**src/rtl/thr_pipe_adder_pkg.sv**
```systemverilog
package thr_pipe_adder_pkg;

  // Strobes from control to datapath
  typedef struct packed {
    logic clear;    // synchronous clear of every register
    logic advance;  // shift all pipeline and delay registers
  } thrStrobe_t;

  // Generic threshold gate: fires when the weighted input sum reaches theta
  function automatic logic thrFire(input int weighted, input int theta);
    return (weighted >= theta);
  endfunction

endpackage

```
**src/rtl/thr_pipe_adder_cell.sv**
```systemverilog
module thr_pipe_adder_cell
  import thr_pipe_adder_pkg::*;
(
  input  logic       clk,
  input  thrStrobe_t strb,
  input  logic       bitA,
  input  logic       bitB,
  input  logic       cin,
  output logic       cout,
  output logic       sumBit
);

  logic [1:0] onesCnt;
  logic       geOne, geTwo, geThree;
  logic       sumNext;

  assign onesCnt = 2'(bitA) + 2'(bitB) + 2'(cin);

  // level 1: three gates classify the input count
  always_ff @(posedge clk) begin
    if (strb.clear) begin
      geOne   <= 1'b0;
      geTwo   <= 1'b0;
      geThree <= 1'b0;
    end else if (strb.advance) begin
      geOne   <= thrFire(int'(onesCnt), 1);
      geTwo   <= thrFire(int'(onesCnt), 2);
      geThree <= thrFire(int'(onesCnt), 3);
    end
  end

  // level 2: weights +1 / -1 / +1 against threshold 1 (count is 1 or 3)
  assign sumNext = thrFire(int'(geOne) - int'(geTwo) + int'(geThree), 1);

  always_ff @(posedge clk) begin
    if (strb.clear)        sumBit <= 1'b0;
    else if (strb.advance) sumBit <= sumNext;
  end

  assign cout = geTwo;

endmodule

```
**src/rtl/thr_pipe_adder_dp.sv**
```systemverilog
module thr_pipe_adder_dp
  import thr_pipe_adder_pkg::*;
#(
  parameter int WIDTH   = 8,
  parameter bit HAS_CIN = 1'b1
) (
  input  logic             clk,
  input  thrStrobe_t       strb,
  input  logic [WIDTH-1:0] opA,
  input  logic [WIDTH-1:0] opB,
  input  logic             carryIn,
  output logic [WIDTH-1:0] sumOut,
  output logic             carryOut
);

  logic [WIDTH-1:0] carryChain;
  logic             cinEff;

  if (HAS_CIN) begin : g_cin
    assign cinEff = carryIn;
  end else begin : g_nocin
    assign cinEff = 1'b0;
  end

  for (genvar i = 0; i < WIDTH; i++) begin : g_bit
    localparam int DESKEW = WIDTH - 1 - i;
    logic [i:0]      aTap, bTap;
    logic [DESKEW:0] sTap;
    logic            cellCin;

    // input skew: bit i waits i stages for its carry
    assign aTap[0] = opA[i];
    assign bTap[0] = opB[i];
    always_ff @(posedge clk) begin
      for (int k = 1; k <= i; k++) begin
        if (strb.clear) begin
          aTap[k] <= 1'b0;
          bTap[k] <= 1'b0;
        end else if (strb.advance) begin
          aTap[k] <= aTap[k-1];
          bTap[k] <= bTap[k-1];
        end
      end
    end

    if (i == 0) begin : g_lsb
      assign cellCin = cinEff;
    end else begin : g_upper
      assign cellCin = carryChain[i-1];
    end

    thr_pipe_adder_cell cell_i (
      .clk    (clk),
      .strb   (strb),
      .bitA   (aTap[i]),
      .bitB   (bTap[i]),
      .cin    (cellCin),
      .cout   (carryChain[i]),
      .sumBit (sTap[0])
    );

    // output deskew: lower bits wait for the top bit
    always_ff @(posedge clk) begin
      for (int k = 1; k <= DESKEW; k++) begin
        if (strb.clear)        sTap[k] <= 1'b0;
        else if (strb.advance) sTap[k] <= sTap[k-1];
      end
    end

    assign sumOut[i] = sTap[DESKEW];
  end

  // carry out is ready one stage before the top sum bit
  always_ff @(posedge clk) begin
    if (strb.clear)        carryOut <= 1'b0;
    else if (strb.advance) carryOut <= carryChain[WIDTH-1];
  end

endmodule

```
**src/rtl/thr_pipe_adder_ctrl.sv**
```systemverilog
module thr_pipe_adder_ctrl
  import thr_pipe_adder_pkg::*;
#(
  parameter int WIDTH = 8
) (
  input  logic       clk,
  input  logic       rst,
  input  logic       inValid,
  output thrStrobe_t strb,
  output logic       outValid
);

  localparam int DEPTH = WIDTH + 1;

  logic [DEPTH-1:0] validChain;

  always_ff @(posedge clk) begin
    if (rst) validChain <= '0;
    else     validChain <= {validChain[DEPTH-2:0], inValid};
  end

  // freeze the datapath once nothing valid remains to be moved
  assign strb.clear   = rst;
  assign strb.advance = inValid | (|validChain[DEPTH-2:0]);
  assign outValid     = validChain[DEPTH-1];

endmodule

```
**src/rtl/thr_pipe_adder.sv**
```systemverilog
module thr_pipe_adder
  import thr_pipe_adder_pkg::*;
#(
  parameter int WIDTH   = 8,
  parameter bit HAS_CIN = 1'b1
) (
  input  logic             clk,
  input  logic             rst,
  input  logic             inValid,
  input  logic [WIDTH-1:0] opA,
  input  logic [WIDTH-1:0] opB,
  input  logic             carryIn,
  output logic             outValid,
  output logic [WIDTH-1:0] sumOut,
  output logic             carryOut
);

  thrStrobe_t strb;

  thr_pipe_adder_ctrl #(.WIDTH(WIDTH)) ctrl_i (
    .clk      (clk),
    .rst      (rst),
    .inValid  (inValid),
    .strb     (strb),
    .outValid (outValid)
  );

  thr_pipe_adder_dp #(.WIDTH(WIDTH), .HAS_CIN(HAS_CIN)) dp_i (
    .clk      (clk),
    .strb     (strb),
    .opA      (opA),
    .opB      (opB),
    .carryIn  (carryIn),
    .sumOut   (sumOut),
    .carryOut (carryOut)
  );

endmodule

```
**config.mk**
```make
export PLATFORM = sky130hd
export DESIGN_NAME = thr_pipe_adder
export DESIGN_NICKNAME = d
export VERILOG_FILES = /design/src/rtl/thr_pipe_adder_pkg.sv /design/src/rtl/thr_pipe_adder_cell.sv /design/src/rtl/thr_pipe_adder_dp.sv /design/src/rtl/thr_pipe_adder_ctrl.sv /design/src/rtl/thr_pipe_adder.sv
export SDC_FILE = /design/constraint.sdc
export NUM_CORES = 1
export LEC_CHECK = 0
export BUFFER_PORTS_ARGS = -buffer_cell sky130_fd_sc_hd__clkbuf_2
export CAP_MARGIN = 20
export CORE_MARGIN = 2
export CORE_UTILIZATION = 54
export CTS_CLUSTER_DIAMETER = 60
export DETAILED_ROUTE_END_ITERATION = 8
export PLACE_DENSITY = 0.75
export SYNTH_ARGS = -nofsm -noshare
export SYNTH_HDL_FRONTEND = slang
export SYNTH_SLANG_ARGS = --single-unit
```
**constraint.sdc**
```tcl
create_clock -name clk -period 1.7 [get_ports clk]
set_clock_uncertainty 0.05 [all_clocks]
set_input_delay 0.34 -clock clk [delete_from_list [all_inputs] [get_ports clk]]
set_output_delay 0.34 -clock clk [all_outputs]
set_load 0.005 [all_outputs]
```
==> qor.yml, run 1 <==
power_and_ir_drop:
  power_density_nw_per_um2: 1152
  power_frac_clock: 0.479
  p_leak_nw: 2.465
  power_frac_comb: 0.095
  swShare: 0.2268
  power_frac_seq: 0.426
  vdd_drop_max_uv: 755.8
  switchingPower_mw: 1.666
  intPower_mw: 5.680
sta:
  setup_violations: 38
  finalMaxSlewViolations: 0
  timing.final.ws_setup_ns: -0.05669
  rsz0062_at_grt: "yes"
  worst-slew-pin-transition_ns: 0.3732
  hold_viol: 0
  period_share: 1.033
  post-route-min-period_ns: 1.757
  slew_headroom: 0.7512
  fmax_mhz: 569.3
logic_synthesis:
  synth_edf_count: 0
  synth_compound_area_frac: 0.05817
  synthCells: 504
  synth_top_family_by_area: "simple AND/OR/NAND/NOR gates"
  synth_adder_area_share: 0.04879
  yosysMostFrequentCell: "dfxtp_1"
  synth_common_cells: "dfxtp_1 (126), nand2b_1 (99), mux2i_1 (89), clkbuf_1 (28)"
  synth_mux_area_frac: 0.1670
  synth_top_area_cell: "dfxtp_1"
  ys_warn_count: 0
  synthTopCellsByArea: "dfxtp_1 (47%), mux2i_1 (17%), nand2b_1 (12%), fa_1 (3.0%), nor4_1 (2.9%)"
  synthSimpleGateAreaFrac: 0.1877
  yosysSeqAreaShare: 0.4729
  synth_seq_cells: 126
  synthArstFlopShare: 0
  synth_top_area_frac: 0.4729
  syn_area_per_cell_um2: 10.58
  synth_cell_types: 26
  syn_nets: 540
  synthFlopType: "dfxtp_1"
  syn_area_um2: 5334
  synth_xor_area_frac: 0
grt:
  grtUsageMet2: 0.3360
  grt_pass1_vias: 3604
  global_route.usage.met1: 0.2570
  grt_pass1_wl_mm: 16.87
  met3_usage: 0.04503
  grt_busiest_layer: "met2"
  antenna_found_initial: 0
  grt_max_degree: 41
  overflow: 0
  track_usage: 0.2025
final_layout:
  layout-drive-gt1-share: 0.1778
  final_nets: 563
  fin_cells: 673
  area_growth_pct: 19.52
  diodes: 0
  postLayoutCoreUtil: 0.6583
clock_network:
  cts_buffers: 17
  cts_max_path_buffers: 2
  cts.sinks: 126
  cts_tree: "done"
  cts_max_level: 4
  path_clk_slew_ns: 0.06
  root_buffer: "clkbuf_8"
  clkLatencyLatePin_ns: 0.51
route:
  routed_wl_mm: 9.893
  drc: 0
  num_vias: 3643
  dr.pass1.iters: 4
  drt_iter0_drc: 72
  avgRoutedWirePerCell_um: 14.70
  avgViaCountPerCell: 5.413
  ant_nets: 0
critical_path:
  crit_type: "register to register"
  crit_chain: "or4_4 -> nor3_4 -> buf_12 -> buf_12 -> mux2i_1"
  cpPeakStageDelay_ns: 0.54
  arrival_ns: 2.13
  required_ns: 2.08
  crit_fanout: 15
  critPathSlowestCell: "or4_4"
  cp_common_cell: "buf_12"
  worstSetupStartpointType: "register"
  worst_setup_path_end_kind: "register"
floorplanning:
  num_rows: 36
  dieHeight_um: 103.4
  die_w_um: 103.4
  core-area_um2: 9684
  dieArea_um2: 10690
  io_pins: 30
  start_util: 0.5508
place:
  globalplace.congestion: 0.7561
  dp_worst_setup_slack_ns: -0.1797
  dp.cells: 639
  port_buffers: 29
  dp_hpwl_mm: 5.998
status:
  violations: "setup timing"
  status: "finished, violations left"
worst_hold_path:
  min_path_type: "primary input to register"
run:
  drv_cap: 0
-- power groups by stage --
stage          logic (mW)  registers, mW  clock network (mW)
4_1_cts             0.690           3.13                3.57
3_3_place_gp        0.647           3.18                   0
6_report            0.700           3.13                3.52
3_5_place_dp        0.663           3.19                   0
2_1_floorplan       0.490           3.17                   0
5_1_grt             0.762           3.14                3.71
-- layout make-up --
cell class,count,area [um^2]
Clock buffer,21,439.2
Clock inverter,11,141.4
Fill cell,740,3309
Inverter,25,93.84
Multi-Input combinational cell,305,2550
Sequential cell,126,2524
Tap cell,133,166.4
Timing Repair Buffer,52,460.4
-- critical path, delay by kind of cell (launching register included) --
| kind | cells | cell delay [ns] |
|---|---|---|
| buffers and inverters | 2 | 0.36 |
| DFF | 1 | 0.32 |
| muxes | 1 | 0.21 |
| and+or+nand+nor | 2 | 0.73 |
-- per-stage QoR --
step,instance area (um^2),hold WS [ns],TNS (ns),power [mW]
after detailed placement,5680,0.4163,-11.51,3.852
final,6375,0.02205,-1.008,7.346
after CTS,6312,0.004072,-0.8431,7.389
after global placement,5680,0.4055,-7.107,3.831
after global routing,6375,0.01079,-5.433,7.608
after floorplan,5335,0.3964,0,3.665
-- kinds of logic after synthesis --
family                     count (synthesis)
DFF                                      126
adders and majority gates                 16
muxes                                     89
buffers and inverters                     73
and+or+nand+nor                          160
AOI/OAI and AO/OA                         40
-- cell usage in the layout (no fill, tap or decap), types with 12 or more instances in the layout --
cell type	netlist	layout
a211oi_1	16	16
buf_4	8	14
clkbuf_16	0	16
clkbuf_2	0	28
dfxtp_1	126	125
inv_1	25	25
mux2i_1	89	87
nand2b_1	99	99
nand4_1	12	12
nor2b_1	17	17
nor4_1	25	16
-- sequential cells by signal, indices dropped and copies added (netlist names) --
signal and count:
dp_i.g_bit.aTap 28, dp_i.g_bit.cell_i.geThree 8, dp_i.sumOut 7, dp_i.g_bit.bTap 28
dp_i.g_bit.sTap 21, ctrl_i.validChain 9, dp_i.g_bit.cell_i.sumBit 8, dp_i.g_bit.cell_i.cout 8
dp_i.g_bit.cell_i.geOne 8, dp_i.carryOut 1
-- layer usage --
| layer | part of all wire | vias to the layer above | wire length [um] |
|---|---|---|---|
| met5 | 0 | - | 0 |
| met4 | 0.013 | 0 | 128 |
| met3 | 0.039 | 12 | 386 |
| met2 | 0.49 | 70 | 4804 |
| met1 | 0.46 | 1761 | 4574 |
| li1 | - | 1800 | - |
-- worst paths after layout --
path | startpoint | to | slack, ns | depth (start not counted)
worst max-delay path | ctrl_i.validChain[7]$_SDFF_PP0_ | dp_i.g_bit[7].bTap[2]$_SDFFE_PP0P_ | -0.06 | 5
worst min-delay path | opA[3] | dp_i.g_bit[3].aTap[1]$_SDFFE_PP0P_ | 0.02 | 3
worst max register to register | ctrl_i.validChain[7]$_SDFF_PP0_ | dp_i.g_bit[7].bTap[2]$_SDFFE_PP0P_ | -0.06 | 5
worst min register to register | dp_i.carryOut$_SDFFE_PP0P_ | dp_i.carryOut$_SDFFE_PP0P_ | 0.42 | 2
-- what timing repair did --
| action | in CTS | in global routing |
|---|---|---|
| cloned | 1 | 0 |
| gates resized for setup | 4 | 11 |
| endpoints found under the setup margin | 102 | 90 |
| hold buffers | 0 | 0 |
| setup buffers | 2 | 0 |
| pin swaps | 2 | 0 |
(Power assumes the default switching activity.)
==> inputs of run 2 (changes only) <==
CELL_PAD_IN_SITES_DETAIL_PLACEMENT = 0   (was unset)
CELL_PAD_IN_SITES_GLOBAL_PLACEMENT = 1   (was unset)
CORE_UTILIZATION = 43   (was 54)
PLACE_DENSITY = unset   (was 0.75)
PLACE_DENSITY_LB_ADDON = 0.1   (was unset)
==> run 2 against run 1 <==
  * The flow still finishes with violations (setup timing)
  * Total power down 4.9%
  * Worst setup slack improved by 0.021 ns
  * Core utilization is 12 points lower
  * Count of clock-buffer cells in the layout increased by 6
  * Design area increased by 1.2%
  * Clock power is 12% lower
  * Critical path depth increased by 1
  * Wire length is 5.9% higher
  * Maximum frequency up 1.2%
  * Die area is 25% higher
  * Flip-flop and latch count did not move
  * Largest cell class unchanged
==> qor.yml, run 2 (same netlist as run 1, synthesis figures left out) <==
status:
  status: "finished, violations left"
  violations: "setup timing"
final_layout:
  final_common_cell: "dfxtp_1"
  diodes: 0
  postLayoutCoreUtil: 0.5351
  area_growth_pct: 20.99
  layout-drive-gt1-share: 0.1785
  fin_cells: 717
  final_nets: 575
  top_regs: "dp_i.g_bit.aTap x28, dp_i.g_bit.bTap x28, dp_i.g_bit.sTap x21"
  final_cell_mix: "dfxtp_1 (125), nand2b_1 (99), mux2i_1 (89)"
floorplanning:
  die_w_um: 115.4
  start_util: 0.4422
  dieHeight_um: 115.4
  core-area_um2: 12060
  dieArea_um2: 13310
  io_pins: 30
  num_rows: 40
route:
  routed_wl_mm: 10.48
  dr.pass1.iters: 4
  num_vias: 3603
  avgRoutedWirePerCell_um: 14.62
  drt_iter0_drc: 178
  ant_nets: 0
  avgViaCountPerCell: 5.025
  drc: 0
power_and_ir_drop:
  power_density_nw_per_um2: 1082
  swShare: 0.2315
  vdd_drop_max_uv: 606.7
  switchingPower_mw: 1.617
  power_frac_seq: 0.448
  power_frac_comb: 0.108
  power_frac_clock: 0.444
  p_leak_nw: 2.502
  intPower_mw: 5.367
clock_network:
  path_clk_slew_ns: 0.05
  cts_buffers: 17
  root_buffer: "clkbuf_16"
  cts_tree: "done"
  clkLatencyLatePin_ns: 0.41
  hold_buffers: 0
  cts_max_path_buffers: 2
  cts_max_level: 4
  cts.sinks: 126
grt:
  grt_pass1_vias: 3562
  grt_max_degree: 41
  overflow: 0
  track_usage: 0.1726
  antenna_found_initial: 0
  grt_pass1_wl_mm: 17.84
critical_path:
  worst_setup_path_end_kind: "register"
  worstSetupStartpointType: "register"
  required_ns: 1.99
  crit_type: "register to register"
  arrival_ns: 2.03
  crit_fanout: 9
sta:
  rsz0062_at_grt: "yes"
  setup_violations: 29
  finalMaxSlewViolations: 0
  fmax_mhz: 576.1
  worst-slew-pin-transition_ns: 0.4294
  hold_viol: 0
  post-route-min-period_ns: 1.736
  slew_headroom: 0.7137
  period_share: 1.021
  whs_ns: 0.1118
  timing.final.ws_setup_ns: -0.03593
place:
  dp_worst_setup_slack_ns: -0.1712
  dp_hpwl_mm: 6.343
  dp.cells: 680
  globalplace.congestion: 0.7013
  port_buffers: 29
run:
  drv_cap: 0
worst_hold_path:
  min_path_type: "primary input to register"
## run 2: changes by cell type in the layout (fill, tap and decap cells not counted), moves of 2 or more
cell and delta:
buf_12 +2, clkbuf_16 +2, bufinv_16 -3, buf_6 +5
mux2i_1 +2, clkbuf_1 +5, mux2i_2 -2, clkinvlp_4 -3
buf_4 +5, clkinv_2 -2
## run 2: what timing repair did
item | in CTS | in global routing
setup buffers | 4 | 3
setup endpoints to repair | 98 | 94
gates resized for setup | 10 | 13
gates cloned | 2 | 1
pin swaps | 2 | 0
## run 2: critical path: stages, from the launching register on
cell and delay, ns:
dfxtp_2 0.32, or4_4 0.53, nor3_4 0.16, buf_6 0.21
buf_12 0.12, buf_16 0.10, mux2i_1 0.16
## run 2: cell type report
type | count | area, um^2
Multi-Input combinational cell | 305 | 2541
Sequential cell | 126 | 2524
Timing Repair Buffer | 64 | 591.8
Inverter | 25 | 93.84
Clock buffer | 27 | 483.0
Fill cell | 1099 | 5608
Clock inverter | 2 | 10.01
Tap cell | 168 | 210.2
## run 2: worst paths after layout
check	slack, ns	cells past startpoint	endpoint	from
setup / recovery	-0.04	6	dp_i.g_bit[6].bTap[4]$_SDFFE_PP0P_	ctrl_i.validChain[7]$_SDFF_PP0_
hold / removal	0.11	3	dp_i.g_bit[2].bTap[1]$_SDFFE_PP0P_	opB[2]
setup reg to reg	-0.04	6	dp_i.g_bit[6].bTap[4]$_SDFFE_PP0P_	ctrl_i.validChain[7]$_SDFF_PP0_
hold reg to reg	0.42	2	dp_i.sumOut[6]$_SDFFE_PP0P_	dp_i.sumOut[6]$_SDFFE_PP0P_
## run 2: power groups by stage
stage          combinational (mW)  sequential, mW  clock [mW]
2_1_floorplan               0.490            3.17           0
3_3_place_gp                0.670            3.18           0
3_5_place_dp                0.679            3.19           0
4_1_cts                     0.737            3.13        3.19
5_1_grt                     0.831            3.14        3.32
6_report                    0.756            3.13        3.10
## run 2: per-layer routing
layer  GRT usage  up-vias  share of wire
met5           0        -              0
met4     0.07711        0          0.014
met3     0.05746       12          0.038
met2      0.2569       56           0.45
met1      0.2278     1712           0.50
li1            -     1823              -
## run 2: metrics by stage
step | cell area [um^2] | setup TNS, ns | power [mW]
2_1_floorplan | 5335 | 0 | 3.665
3_3_place_gp | 5744 | -9.469 | 3.854
3_5_place_dp | 5744 | -10.52 | 3.865
4_1_cts | 6362 | -1.759 | 7.052
5_1_grt | 6454 | -5.375 | 7.288
6_report | 6454 | -0.3322 | 6.984
==> inputs of run 3 (changes only) <==
PLACE_DENSITY_LB_ADDON = 0.05   (was 0.1)
==> run 3 against run 2 <==
  * The run still ends with setup timing left
  * Core utilization rose by 0.49 points
  * Critical path depth fell by 1
  * Largest cell class unchanged
  * Total power rose by 7.9%
  * Global-route usage rose by 0.30 points
  * Die area did not move
  * Register-to-register slack got worse by 0.03 ns
  * Worst setup slack got worse by 0.026 ns
  * Sequential share of layout area fell by 0.35 points
  * Count of clock-buffer cells in the layout fell by 4
  * Combinational power fell by 2%
  * Via count rose by 0.64%
  * Final cell count fell by 0.70%
==> qor.yml, run 3 (same netlist as run 1, synthesis figures left out) <==
power_and_ir_drop:
  power_mw: 7.536
  power_frac_seq: 0.415
  p_leak_nw: 2.527
  vdd_drop_max_uv: 758.4
  power_frac_comb: 0.098
  swShare: 0.2200
  power_density_nw_per_um2: 1157
  intPower_mw: 5.878
  power_frac_clock: 0.487
  switchingPower_mw: 1.658
critical_path:
  required_ns: 2.00
  worstSetupStartpointType: "register"
  cpPeakStageDelay_ns: 0.53
  critical-path-top-delay-family: "simple AND/OR/NAND/NOR gates"
  worst_setup_path_end_kind: "register"
  crit_buf_inv: 2
  critPathSlowestCell: "or4_4"
  cp_common_cell: "buf_12"
  arrival_ns: 2.06
  crit_chain: "or4_4 -> nor3_4 -> buf_12 -> buf_12 -> mux2i_1"
  crit_fanout: 14
  crit_type: "register to register"
final_layout:
  final_common_cell: "dfxtp_1"
  top_regs: "dp_i.g_bit.aTap x28, dp_i.g_bit.bTap x28, dp_i.g_bit.sTap x21"
  area_growth_pct: 22.10
  layout-drive-gt1-share: 0.1801
  fillers: 1079
  fin_cells: 712
  diodes: 0
  final_nets: 569
  final_cell_mix: "dfxtp_1 (125), nand2b_1 (99), mux2i_1 (88)"
clock_network:
  cts_max_level: 4
  cts_max_path_buffers: 2
  clkLatencyLatePin_ns: 0.42
  root_buffer: "clkbuf_16"
  cts.sinks: 126
  cts_tree: "done"
  cts_buffers: 17
  path_clk_slew_ns: 0.05
  cts_setup_buffers: 0
run:
  drv_cap: 0
place:
  dp_hpwl_mm: 6.486
  globalplace.congestion: 0.7121
  port_buffers: 29
  dp.cells: 680
floorplanning:
  dieHeight_um: 115.4
  dieArea_um2: 13310
  core-area_um2: 12060
  num_rows: 40
  io_pins: 30
  die_w_um: 115.4
  start_util: 0.4422
route:
  dr.pass1.iters: 4
  avgRoutedWirePerCell_um: 14.73
  routed.top_layer: "met4"
  drt_iter0_drc: 149
  avgViaCountPerCell: 5.093
  routed-wl-met3_um: 392
  num_vias: 3626
  drt-met1-wl_mm: 5.156
  drc: 0
  wl_met2_mm: 4.794
  routed_wl_mm: 10.49
  ant_nets: 0
grt:
  grt_pass1_vias: 3614
  grt_pass1_wl_mm: 17.77
  antenna_found_initial: 0
  grt_max_degree: 39
  track_usage: 0.1756
  overflow: 0
status:
  status: "finished, violations left"
  violations: "setup timing"
sta:
  period_share: 1.037
  timing.final.ws_setup_ns: -0.06209
  finalMaxSlewViolations: 0
  worst-slew-pin-transition_ns: 0.3964
  hold_viol: 0
  post-route-min-period_ns: 1.762
  slew_headroom: 0.7357
  rsz0062_at_grt: "yes"
  fmax_mhz: 567.5
  setup_violations: 54
worst_hold_path:
  min_path_type: "primary input to register"
## run 3: changes by cell type in the layout (fill, tap and decap cells not counted), sizes merged
cell    before  now
buf         35   30
clkbuf      56   51
bufinv       0    3
clkinv       2    4
## run 3: area by class of cell
class	count	area, um^2	share of cell area
timing repair buffer	58	554.3	0.08511
sequential	126	2524	0.3875
multi-input combinational	305	2532	0.3889
clock buffer	23	488.0	0.07493
clock inverter	7	110.1	0.01691
tap	168	210.2	0.03228
inverter	25	93.84	0.01441
## run 3: routing by layer
layer | GRT usage | vias to the layer above
li1 | - | 1806
met5 | 0 | -
met1 | 0.2307 | 1751
met4 | 0.07068 | 0
met3 | 0.05535 | 13
met2 | 0.2686 | 56
## run 3: final timing paths
| kind | startpoint | endpoint | slack, ns | depth (start not counted) |
|---|---|---|---|---|
| worst max-delay path | ctrl_i.validChain[7]$_SDFF_PP0_ | dp_i.sumOut[1]$_SDFFE_PP0P_ | -0.06 | 5 |
| worst min register to register | dp_i.g_bit[5].cell_i.sumBit$_SDFFE_PP0P_ | dp_i.g_bit[5].sTap[1]$_SDFFE_PP0P_ | 0.42 | 2 |
| worst min-delay path | opB[3] | dp_i.g_bit[3].bTap[1]$_SDFFE_PP0P_ | 0.11 | 3 |
| worst max register to register | ctrl_i.validChain[7]$_SDFF_PP0_ | dp_i.sumOut[1]$_SDFFE_PP0P_ | -0.06 | 5 |
## run 3: timing repair
item,in CTS,in global routing
gates cloned,2,0
endpoints found under the setup margin,103,96
pin swaps,2,0
hold buffers,0,0
gates resized for setup,7,8
## run 3: worst register-to-register path, cell delays in order, from the launching register on
cell	delay, ns
dfxtp_2	0.32
or4_4	0.53
nor3_4	0.24
buf_12	0.19
buf_12	0.16
mux2i_1	0.19
## run 3: through the flow
stage                     setup TNS [ns]  hold WS (ns)  setup slack (ns)  utilization  cell area [um^2]
after floorplan                        0        0.3964           0.01539            -              5335
after CTS                         -3.274       0.09137          -0.08518       0.5363              6469
after global routing              -7.037        0.1150           -0.1548       0.5399              6513
after detailed placement          -12.23        0.4150           -0.2013       0.4804              5794
final                             -1.697        0.1112          -0.06209       0.5399              6513
after global placement            -11.02        0.4053           -0.1669       0.4804              5794
## run 3: power groups by stage
| stage | registers [mW] | logic (mW) | clock network (mW) |
|---|---|---|---|
| after global placement | 3.18 | 0.688 | 0 |
| after global routing | 3.14 | 0.810 | 3.89 |
| after detailed placement | 3.19 | 0.702 | 0 |
| final | 3.13 | 0.738 | 3.67 |
| after CTS | 3.13 | 0.739 | 3.77 |
| after floorplan | 3.17 | 0.490 | 0 |
